**src/rtl/irq_vec_pkg.sv**
```systemverilog
package irq_vec_pkg;
  typedef enum logic [1:0] {
    SEQ_RUN     = 2'd0,
    SEQ_STACK   = 2'd1,
    SEQ_UNSTACK = 2'd2
  } seq_state_e;
endpackage

```
**src/rtl/irq_vec_arb.sv**
```systemverilog
module irq_vec_arb #(
  parameter int N_SRC  = 8,
  parameter int PRIO_W = 3,
  parameter int ID_W   = $clog2(N_SRC)
) (
  input  logic [N_SRC-1:0]        req_i,
  input  logic [N_SRC*PRIO_W-1:0] prio_i,
  output logic                    cand_v_o,
  output logic [ID_W-1:0]         cand_id_o,
  output logic [PRIO_W-1:0]       cand_prio_o
);
  // strict compare while scanning upward keeps the lower index on ties
  always_comb begin
    cand_v_o    = 1'b0;
    cand_id_o   = '0;
    cand_prio_o = '1;
    for (int i = 0; i < N_SRC; i++) begin
      if (req_i[i] && (!cand_v_o || prio_i[i*PRIO_W +: PRIO_W] < cand_prio_o)) begin
        cand_v_o    = 1'b1;
        cand_id_o   = ID_W'(i);
        cand_prio_o = prio_i[i*PRIO_W +: PRIO_W];
      end
    end
  end
endmodule

```
**src/rtl/irq_vec_pstack.sv**
```systemverilog
module irq_vec_pstack #(
  parameter int PRIO_W = 3,
  parameter int LEVELS = 1 << PRIO_W,
  parameter int DEP_W  = $clog2(LEVELS + 1),
  parameter int IDX_W  = $clog2(LEVELS)
) (
  input  logic              clk_i,
  input  logic              rst_ni,
  input  logic              push_i,
  input  logic              pop_i,
  input  logic              repl_i,
  input  logic [PRIO_W-1:0] prio_i,
  output logic [PRIO_W-1:0] top_o,
  output logic [PRIO_W-1:0] below_o,
  output logic              below_v_o,
  output logic [DEP_W-1:0]  depth_o
);
  logic [PRIO_W-1:0] lvl_q [LEVELS];
  logic [DEP_W-1:0]  depth_q;
  logic [DEP_W-1:0]  top_idx, below_idx;

  assign top_idx   = depth_q - DEP_W'(1);
  assign below_idx = depth_q - DEP_W'(2);

  always_ff @(posedge clk_i or negedge rst_ni) begin
    if (!rst_ni) begin
      depth_q <= '0;
      for (int i = 0; i < LEVELS; i++) lvl_q[i] <= '1;
    end else if (push_i) begin
      lvl_q[depth_q[IDX_W-1:0]] <= prio_i;
      depth_q <= depth_q + DEP_W'(1);
    end else if (repl_i) begin
      lvl_q[top_idx[IDX_W-1:0]] <= prio_i;
    end else if (pop_i) begin
      depth_q <= top_idx;
    end
  end

  assign top_o     = (depth_q == '0) ? '1 : lvl_q[top_idx[IDX_W-1:0]];
  assign below_v_o = depth_q >= DEP_W'(2);
  assign below_o   = below_v_o ? lvl_q[below_idx[IDX_W-1:0]] : '1;
  assign depth_o   = depth_q;


  no_overflow_chk: assert property (@(posedge clk_i) disable iff (!rst_ni)
    push_i |-> depth_q < DEP_W'(LEVELS));

  strict_nest_chk: assert property (@(posedge clk_i) disable iff (!rst_ni)
    (push_i && depth_q != '0) |-> prio_i < top_o);

  no_underflow_chk: assert property (@(posedge clk_i) disable iff (!rst_ni)
    (pop_i || repl_i) |-> depth_q != '0);
endmodule

```
**src/rtl/irq_vec_seq.sv**
```systemverilog
module irq_vec_seq
  import irq_vec_pkg::*;
#(
  parameter int PRIO_W      = 3,
  parameter int ID_W        = 3,
  parameter int STACK_CYC   = 8,
  parameter int UNSTACK_CYC = 8,
  parameter int CNT_MAX     = (STACK_CYC > UNSTACK_CYC) ? STACK_CYC : UNSTACK_CYC,
  parameter int CNT_W       = $clog2(CNT_MAX + 1)
) (
  input  logic              clk_i,
  input  logic              rst_ni,
  input  logic              exit_i,
  input  logic              cand_v_i,
  input  logic [ID_W-1:0]   cand_id_i,
  input  logic [PRIO_W-1:0] cand_prio_i,
  input  logic [PRIO_W-1:0] top_i,
  input  logic [PRIO_W-1:0] below_i,
  input  logic              below_v_i,
  input  logic              active_i,
  output logic              push_o,
  output logic              pop_o,
  output logic              repl_o,
  output logic [PRIO_W-1:0] new_prio_o,
  output logic              clr_v_o,
  output logic [ID_W-1:0]   clr_id_o,
  output logic              stack_o,
  output logic              unstack_o,
  output logic              vec_valid_o,
  output logic [ID_W-1:0]   vec_o
);
  seq_state_e        state_q;
  logic [CNT_W-1:0]  cnt_q;
  logic [ID_W-1:0]   id_q, vec_q;
  logic              vec_valid_q;
  logic              run, do_exit, exit_shadow, do_chain, do_take;

  assign run         = state_q == SEQ_RUN;
  assign do_exit     = run && exit_i && active_i;
  assign exit_shadow = do_exit && (top_i == '0);
  // chain only out of a stacked handler: context below is already saved
  assign do_chain    = do_exit && !exit_shadow && cand_v_i &&
                       (!below_v_i || cand_prio_i < below_i);
  assign do_take     = run && !do_exit && cand_v_i &&
                       (!active_i || cand_prio_i < top_i);

  assign push_o     = do_take;
  assign repl_o     = do_chain;
  assign pop_o      = do_exit && !do_chain;
  assign new_prio_o = cand_prio_i;
  assign clr_v_o    = do_take || do_chain;
  assign clr_id_o   = cand_id_i;

  always_ff @(posedge clk_i or negedge rst_ni) begin
    if (!rst_ni) begin
      state_q     <= SEQ_RUN;
      cnt_q       <= '0;
      id_q        <= '0;
      vec_q       <= '0;
      vec_valid_q <= 1'b0;
    end else begin
      vec_valid_q <= 1'b0;
      case (state_q)
        SEQ_RUN: begin
          if (do_take) begin
            id_q <= cand_id_i;
            if (cand_prio_i == '0) begin
              vec_valid_q <= 1'b1;
              vec_q       <= cand_id_i;
            end else begin
              state_q <= SEQ_STACK;
              cnt_q   <= CNT_W'(STACK_CYC - 1);
            end
          end else if (do_chain) begin
            vec_valid_q <= 1'b1;
            vec_q       <= cand_id_i;
          end else if (do_exit && !exit_shadow) begin
            state_q <= SEQ_UNSTACK;
            cnt_q   <= CNT_W'(UNSTACK_CYC - 1);
          end
        end
        SEQ_STACK: begin
          if (cnt_q == '0) begin
            state_q     <= SEQ_RUN;
            vec_valid_q <= 1'b1;
            vec_q       <= id_q;
          end else begin
            cnt_q <= cnt_q - CNT_W'(1);
          end
        end
        SEQ_UNSTACK: begin
          if (cnt_q == '0) state_q <= SEQ_RUN;
          else             cnt_q   <= cnt_q - CNT_W'(1);
        end
        default: state_q <= SEQ_RUN;
      endcase
    end
  end

  assign stack_o     = state_q == SEQ_STACK;
  assign unstack_o   = state_q == SEQ_UNSTACK;
  assign vec_valid_o = vec_valid_q;
  assign vec_o       = vec_q;


  unstack_cause_chk: assert property (@(posedge clk_i) disable iff (!rst_ni)
    $rose(unstack_o) |-> $past(exit_i));

  chain_no_save_chk: assert property (@(posedge clk_i) disable iff (!rst_ni)
    do_chain |=> (vec_valid_o && !stack_o && !unstack_o));
endmodule

```
**src/rtl/irq_vec_ctrl.sv**
```systemverilog
module irq_vec_ctrl #(
  parameter int N_SRC       = 8,
  parameter int PRIO_W      = 3,
  parameter int STACK_CYC   = 8,
  parameter int UNSTACK_CYC = 8,
  parameter int ID_W        = $clog2(N_SRC)
) (
  input  logic                    clk_i,
  input  logic                    rst_ni,
  input  logic [N_SRC-1:0]        irq_i,
  input  logic [N_SRC-1:0]        en_i,
  input  logic [N_SRC*PRIO_W-1:0] prio_i,
  input  logic                    exit_i,
  output logic                    vec_valid_o,
  output logic [ID_W-1:0]         vec_o,
  output logic                    stack_o,
  output logic                    unstack_o,
  output logic                    shadow_o,
  output logic                    active_o,
  output logic [PRIO_W-1:0]       act_prio_o
);
  localparam int LEVELS = 1 << PRIO_W;
  localparam int DEP_W  = $clog2(LEVELS + 1);

  logic [N_SRC-1:0]  pend_q, req;
  logic              cand_v, clr_v, push, pop, repl, below_v;
  logic [ID_W-1:0]   cand_id, clr_id;
  logic [PRIO_W-1:0] cand_prio, new_prio, top, below;
  logic [DEP_W-1:0]  depth;

  // set wins over clear so a line still high at entry re-pends
  for (genvar g = 0; g < N_SRC; g++) begin : g_pend
    logic bit_q;
    always_ff @(posedge clk_i or negedge rst_ni) begin
      if (!rst_ni) bit_q <= 1'b0;
      else         bit_q <= (bit_q & ~(clr_v && clr_id == ID_W'(g))) | irq_i[g];
    end
    assign pend_q[g] = bit_q;
  end

  assign req = pend_q & en_i;

  irq_vec_arb #(.N_SRC(N_SRC), .PRIO_W(PRIO_W), .ID_W(ID_W)) u_arb (
    .req_i(req), .prio_i(prio_i),
    .cand_v_o(cand_v), .cand_id_o(cand_id), .cand_prio_o(cand_prio)
  );

  irq_vec_pstack #(.PRIO_W(PRIO_W), .LEVELS(LEVELS)) u_pstack (
    .clk_i(clk_i), .rst_ni(rst_ni),
    .push_i(push), .pop_i(pop), .repl_i(repl), .prio_i(new_prio),
    .top_o(top), .below_o(below), .below_v_o(below_v), .depth_o(depth)
  );

  irq_vec_seq #(.PRIO_W(PRIO_W), .ID_W(ID_W),
                .STACK_CYC(STACK_CYC), .UNSTACK_CYC(UNSTACK_CYC)) u_seq (
    .clk_i(clk_i), .rst_ni(rst_ni), .exit_i(exit_i),
    .cand_v_i(cand_v), .cand_id_i(cand_id), .cand_prio_i(cand_prio),
    .top_i(top), .below_i(below), .below_v_i(below_v), .active_i(active_o),
    .push_o(push), .pop_o(pop), .repl_o(repl), .new_prio_o(new_prio),
    .clr_v_o(clr_v), .clr_id_o(clr_id),
    .stack_o(stack_o), .unstack_o(unstack_o),
    .vec_valid_o(vec_valid_o), .vec_o(vec_o)
  );

  assign active_o   = depth != '0;
  assign act_prio_o = top;
  assign shadow_o   = active_o && (top == '0);


  save_restore_excl_chk: assert property (@(posedge clk_i) disable iff (!rst_ni)
    !(stack_o && unstack_o));

  masked_never_taken_chk: assert property (@(posedge clk_i) disable iff (!rst_ni)
    clr_v |-> (pend_q[clr_id] && en_i[clr_id]));

  level0_hold_chk: assert property (@(posedge clk_i) disable iff (!rst_ni)
    (shadow_o && !exit_i) |=> $stable(act_prio_o));
endmodule

```
**config.mk**
```make
export PLATFORM = sky130hd
export DESIGN_NAME = irq_vec_ctrl
export DESIGN_NICKNAME = d
export VERILOG_FILES = /design/src/rtl/irq_vec_pkg.sv /design/src/rtl/irq_vec_arb.sv /design/src/rtl/irq_vec_pstack.sv /design/src/rtl/irq_vec_seq.sv /design/src/rtl/irq_vec_ctrl.sv
export SDC_FILE = /design/constraint.sdc
export NUM_CORES = 1
export LEC_CHECK = 0
export BUFFER_PORTS_ARGS = -buffer_cell sky130_fd_sc_hd__buf_2
export CAP_MARGIN = 25
export CORE_MARGIN = 8
export CORE_UTILIZATION = 55
export CTS_CLUSTER_SIZE = 25
export DETAILED_ROUTE_END_ITERATION = 7
export PLACE_DENSITY = 0.75
export SKIP_CTS_REPAIR_TIMING = 1
export SLEW_MARGIN = 20
export SYNTH_ARGS = -nofsm -noshare
export SYNTH_HDL_FRONTEND = slang
export SYNTH_SLANG_ARGS = --single-unit
```
**constraint.sdc**
```tcl
create_clock -name clk_i -period 14.3 [get_ports clk_i]
set_clock_uncertainty 0.2 [all_clocks]
set_input_delay 1.43 -clock clk_i [delete_from_list [all_inputs] [get_ports clk_i]]
set_output_delay 1.43 -clock clk_i [all_outputs]
set_load 0.02 [all_outputs]
```
======== Word level (Yosys, flattened, before mapping) ========
Index checks and enable logic that the tools add are counted.
Widths: inputs -> output; s select.
storage, ports and cells
  output and inout bits ................... 11
  logic and storage cells ................. 218
  register bits ........................... 49
  input port bits ......................... 43
cells by class
  bitwise gates (word level) .............. 28
  reductions and logical operators ........ 67
  order comparisons ....................... 15
  mux-type cells .......................... 64
  $add $sub $neg .......................... 4
  equal/unequal tests ..................... 18
operator list
  operator            number
  $mux 3              24
  $bwmux 24           2
  $mux 24             2
  $mux 4              8
  $logic_and 1x1->1   28
  $lt 3x3->1          9
  $bmux 3 s3          2
  $demux 3 s3         2
  $ne 3x3->1 const B  5
  $mux 2              7
  $mux 1              13
  $eq 3x3->1 const B  4
  $ge 4x4->1 const B  3
  $logic_not 1->1     12
  $not 3->4           3
  $logic_or 1x1->1    10
  $logic_not 3->1     3
  $and 1x1->1         8
  $and 8x8->8         1
  $logic_not 4->1     2
  $lt 4x1->1 const B  2
  $not 1->1           8
  $or 1x1->1          8
  $pmux 4 s2          1
  other kinds (20)    29

======== Logic depth before layout (Yosys ltp) ========
  word-level depth ........................ 38
  depth in mapped cells ................... 62
  gate-level depth less buffers ........... 60

======== Cells and area by module ========
From an unflattened synthesis, not the netlist that was laid out.
unflattened totals
  cells, all modules ...................... 462
  area total of the unflattened synthesis .. 4,404.2 um^2
by module, submodules not included
  module          instances  area each (um^2)  cells an instance
  irq_vec_pstack  1          1,769.2           144
  irq_vec_arb     1          1,228.7           177
  irq_vec_seq     1          1,003.5           107
  irq_vec_ctrl    1          402.9             34

======== Least setup slack after synthesis ========
No wires, ideal clock.
  path kind ............................... input-to-reg
  start point ............................. input en_i[0]
  end point ............................... register u_seq.cnt_q[2]
  library setup time ...................... 0.129 ns
  path buffers ............................ 1
  arrival ................................. 11.653 ns
  setup slack ............................. 2.319 ns
  stages on the path ...................... 57
  cells stage by stage .................... nand2_1 > o22ai_1 > ha_1 > nor2_1 > nor2_1 > or2_2 > nand2_1 > a2bb2oi_1 > nand2_1 > o21ai_0 > inv_1 > ha_1 > a21oi_1 > nand2b_1 > o32ai_1 > nor2_1 > mux2i_1 > ha_1 > [21 not listed] > mux2i_1 > ha_1 > a21oi_1 > nor2_1 > nor2_1 > o31a_1 > nand2_1 > o21ai_1 > ha_1 > inv_1 > nor2_1 > o21ai_0 > nand2_1 > a21oi_1 > o31a_1 > o21ai_2 > or2_2 > a2111o_1
on the way
  cells in the longest elaborated chain, start to end .. 35
  elaborated cells between the ends (all ways) .. 60
RTL lines
  what                                                             line                                  RTL
  start: declaration                                               irq_vec_ctrl.sv:11                    input logic [N_SRC-1:0] en_i,
  $and 8x8->8 *                                                    irq_vec_ctrl.sv:41                    assign req = pend_q & en_i;
  $mux 3 or $mux 1 (tied branches)                                 irq_vec_arb.sv:18                     if (req_i[i] && (!cand_v_o || prio_i[i*PRIO_W +: PRIO_W] < cand_prio_o)) begin
  $lt 3x3->1 or $logic_not 1->1 (tied branches)                    irq_vec_arb.sv:18
  $logic_or 1x1->1                                                 irq_vec_arb.sv:18
  $logic_and 1x1->1                                                irq_vec_arb.sv:18
  $mux 3 or $mux 1 (tied branches)                                 irq_vec_arb.sv:18
  $lt 3x3->1 or $logic_not 1->1 (tied branches)                    irq_vec_arb.sv:18
  $logic_or 1x1->1                                                 irq_vec_arb.sv:18
  [19 not listed]                                                  --
  $logic_or 1x1->1                                                 irq_vec_arb.sv:18
  $logic_and 1x1->1                                                irq_vec_arb.sv:18
  $mux 3                                                           irq_vec_arb.sv:18
  $lt 3x3->1 (on tied branches)                                    irq_vec_seq.sv:45, irq_vec_seq.sv:43
  $logic_or 1x1->1 (on tied branches)                              irq_vec_seq.sv:45, irq_vec_seq.sv:43
  $logic_and 1x1->1 (on tied branches)                             irq_vec_seq.sv:44, irq_vec_seq.sv:42
  $ne 3x3->1 (no source line) or $mux 4 (tied branches)            --
  $reduce_and 5->1 (no source line) or $pmux 4 s2 (tied branches)  --
  end signal: assignment                                           irq_vec_seq.sv:72                     cnt_q <= CNT_W'(STACK_CYC - 1);
  end signal: assignment                                           irq_vec_seq.sv:79                     cnt_q <= CNT_W'(UNSTACK_CYC - 1);
  end signal: assignment                                           irq_vec_seq.sv:88                     cnt_q <= cnt_q - CNT_W'(1);
  end: declaration                                                 irq_vec_seq.sv:33                     logic [CNT_W-1:0] cnt_q;
Mark *: on every way between the ends. The rest lies on a longest branch, timed or not.
A chain may end at the register's enable or synchronous reset.

======== Worst setup path after layout ========
Ends and elaborated chain as after synthesis.

==> results.cfg <==
[setup_path]
reg2reg_depth = 60
r2r_slack_ns = 1.87
cpPeakStageDelay_ns = 0.42
critPathLaunch = en_i[0]
crit_path_end_kind = flop
critical_path_class = in2reg
cp-start-kind = input pin
worstPathArrival_ns = 13.21
worst_ep_required_time_ns = 14.29
cpMostUsedCell = nor2_1
reg2reg_from = g_pend[0].bit_q
cp-endpoint = u_seq.cnt_q[2]
r2r-end = u_seq.cnt_q[2]
critical_path_peak_fanout = 13
critPathSlowestCell = a2111o_1

[yosys]
ys_seq_area_share_pct = 30.17
synth_seq_cells = 49
synthArstFlopShare_pct = 100.0
ys_warn_count = 0
yosysTopAreaCellShare_pct = 15.14
synth_cell_types = 77
ys_top_cells_by_area = dfstp_2, dfrtp_1, mux2_2
yosysMostFrequentCell = nand2_1
synth_flop_cell = dfrtp_1
yosysTopAreaCell = dfstp_2
synth_nets = 509
synth-edff-count = 0
ys_top_cells_by_count = nand2_1, nor2_1, mux2_2, inv_1, dfrtp_1
syn-instance-count = 442
postSynthAreaPerCell_um2 = 9.421
synth_area_um2 = 4164

[pwr]
power.leakage_nw = 2.012
p_sw_share_pct = 49.31
p_clk_share_pct = 8.0
p_seq_share_pct = 21.5
netSwitchingPower_w = 0.0006306
p_per_area_nw_per_um2 = 272.2
comb_power_share_pct = 70.5
vdd_drop_max_uv = 110.4
internal_power_w = 0.0006482

[timing]
period_share_pct = 92.47
min_period_ns = 13.22
setup_viol_count_final = 0
maxSlewHeadroom_pct = 41.92
worst_pin_slew_ns = 0.8683
setup-tns-final_ns = 0
fin_ws_ns = 1.077
fmax_ghz = 0.07563
hold_violations = 0
final_max_slew_viol_count = 0

[detailed_routing]
drt_iter0_markers = 212
firstDrtPassIters = 5
drt-vias-per-instance = 6.186
drc_errors = 0
detail_route.wl_per_cell_um = 17.70
antenna_left = 0
wirelength_um = 10550
vias = 3687

[global_route]
grt_max_degree = 28
antenna_found_initial = 0
grt_pass1_wl_um = 17580
grt_pass1_vias = 3687
gr-total-overflow = 0
grt_usage_pct = 20.74

[layout]
finalNonFillerCells = 596
fillCellCount = 655
drive_gt1_share_pct = 31.59
n_antenna_cell = 0
nNetsFinal = 563
synthToLayoutAreaGrowth_pct = 12.83

[placed_design]
dp_cells = 588
io_buffer_count = 53
place_ws_ns = 0.4800
gp_congestion = 0.8763
place_hpwl_um = 8298

[die]
initial_core_util_pct = 57.10
fp.coreArea_um2 = 7292
io-pin-count = 54
rows = 31
die_w_um = 103.0
die_y_um = 103.0
die_area_um2 = 10610

[cts]
cts_tree = yes
worstSkewPairLatency_ns = 0.30
clock_sinks = 49
cts_buffers = 5
htree_levels = 2
clockBufferDepth = 2
path_clk_slew_ns = 0.09
root_buffer = clkbuf_8

[min_path]
whs_path_depth = 1
hold_path.class = reg2reg

[run_status]
outcome = complete, no violations

[run]
maxCapViolations = 0
per-layer routing:
metal,vias up,part of all wire (%),global-route usage [%]
met5,-,0,0
met4,0,1.7,6.340
met3,16,5.0,2.363
met2,129,50,36.18
met1,1773,43,26.12
li1,1769,-,-
cell type report:
type                    instances  area (um^2)  share of cell area, %
clock buffers                   7        86.33                  1.838
well taps                      99        123.9                  2.636
repair buffers                 58        322.8                  6.871
clock inverters                 1        30.03                 0.6391
flip-flops and latches         49         1256                  26.74
multi-input cells             355         2778                  59.12
inverters                      27        101.3                  2.157
placed cells by master, fill, tap and decap left out, types with 4 or more instances in the layout:
cell / Yosys / routed
buf_4: 1 / 4
buf_2: 1 / 53
mux2i_1: 9 / 9
nand3_1: 22 / 22
mux4_2: 10 / 10
or2_2: 4 / 4
nor3_1: 5 / 5
nor2b_1: 6 / 6
a2bb2oi_1: 4 / 4
o21ai_1: 5 / 5
clkbuf_8: 0 / 6
nor2_1: 32 / 32
dfstp_2: 24 / 24
mux2_2: 28 / 28
a21o_1: 12 / 12
inv_1: 27 / 27
a21oi_1: 15 / 14
o22ai_1: 5 / 5
dfrtp_1: 25 / 25
or3_1: 5 / 5
a211oi_1: 4 / 4
nand2_1: 46 / 46
ha_1: 24 / 24
a31oi_1: 5 / 5
nand2b_1: 12 / 12
o211ai_1: 6 / 6
o21ai_0: 13 / 13
flip-flops by register name, summed over array words and instances, names as in the netlist:
register	count
u_pstack.depth_o	4
u_seq.cnt_q	4
g_pend.bit_q	8
u_seq.id_q	3
u_seq.vec_o	3
u_seq.vec_valid_o	1
u_seq.state_q	2
u_pstack.lvl_q	24
how the worst min path moves through the flow:
stage | start | to | slack (ns)
after floorplan | g_pend[2].bit_q | g_pend[2].bit_q | 0.25
after global placement | g_pend[7].bit_q | g_pend[7].bit_q | 0.26
after detailed placement | g_pend[3].bit_q | g_pend[3].bit_q | 0.27
after CTS | g_pend[3].bit_q | g_pend[3].bit_q | 0.29
after global routing | g_pend[3].bit_q | g_pend[3].bit_q | 0.31
final | g_pend[3].bit_q | g_pend[3].bit_q | 0.29
critical path, delay by kind of cell:
| kind | cells | cell delay (ns) |
|---|---|---|
| AOI/OAI and AO/OA | 19 | 4.67 |
| and+or+nand+nor | 26 | 4.15 |
| adders and majority gates | 7 | 1.63 |
| buffers and inverters | 7 | 0.77 |
| muxes | 2 | 0.56 |
power by group through the flow:
stage	clock [W]	sequential, W	combinational (W)
2_1_floorplan	0	0.000261	0.000685
3_3_place_gp	0	0.000270	0.000855
3_5_place_dp	0	0.000275	0.000889
4_1_cts	0.000105	0.000273	0.000892
5_1_grt	0.000110	0.000283	0.000990
6_report	0.000102	0.000275	0.000901
per-stage QoR:
stage / hold slack (ns) / utilization [%] / instance area, um^2 / power, W
after floorplan: 0.2495 / - / 4164 / 0.0009466
after global placement: 0.2619 / 62.22 / 4537 / 0.001126
after detailed placement: 0.2710 / 62.59 / 4564 / 0.001164
after CTS: 0.2931 / 64.19 / 4681 / 0.001270
after global routing: 0.3056 / 64.43 / 4698 / 0.001383
final: 0.2911 / 64.43 / 4698 / 0.001279
logic make-up (layout without fill, tap and decap cells):
kind of cell | Yosys count | count (layout) | synth area share, %
DFF | 49 | 49 | 30.17
xor gates and xnor gates | 5 | 5 | 1.052
and+or+nand+nor | 160 | 160 | 19.62
buffers and inverters | 38 | 93 | 3.546
muxes | 50 | 50 | 15.96
AOI/OAI and AO/OA | 116 | 116 | 22.45
adders and majority gates | 24 | 24 | 7.212
(Power assumes the default switching activity.)
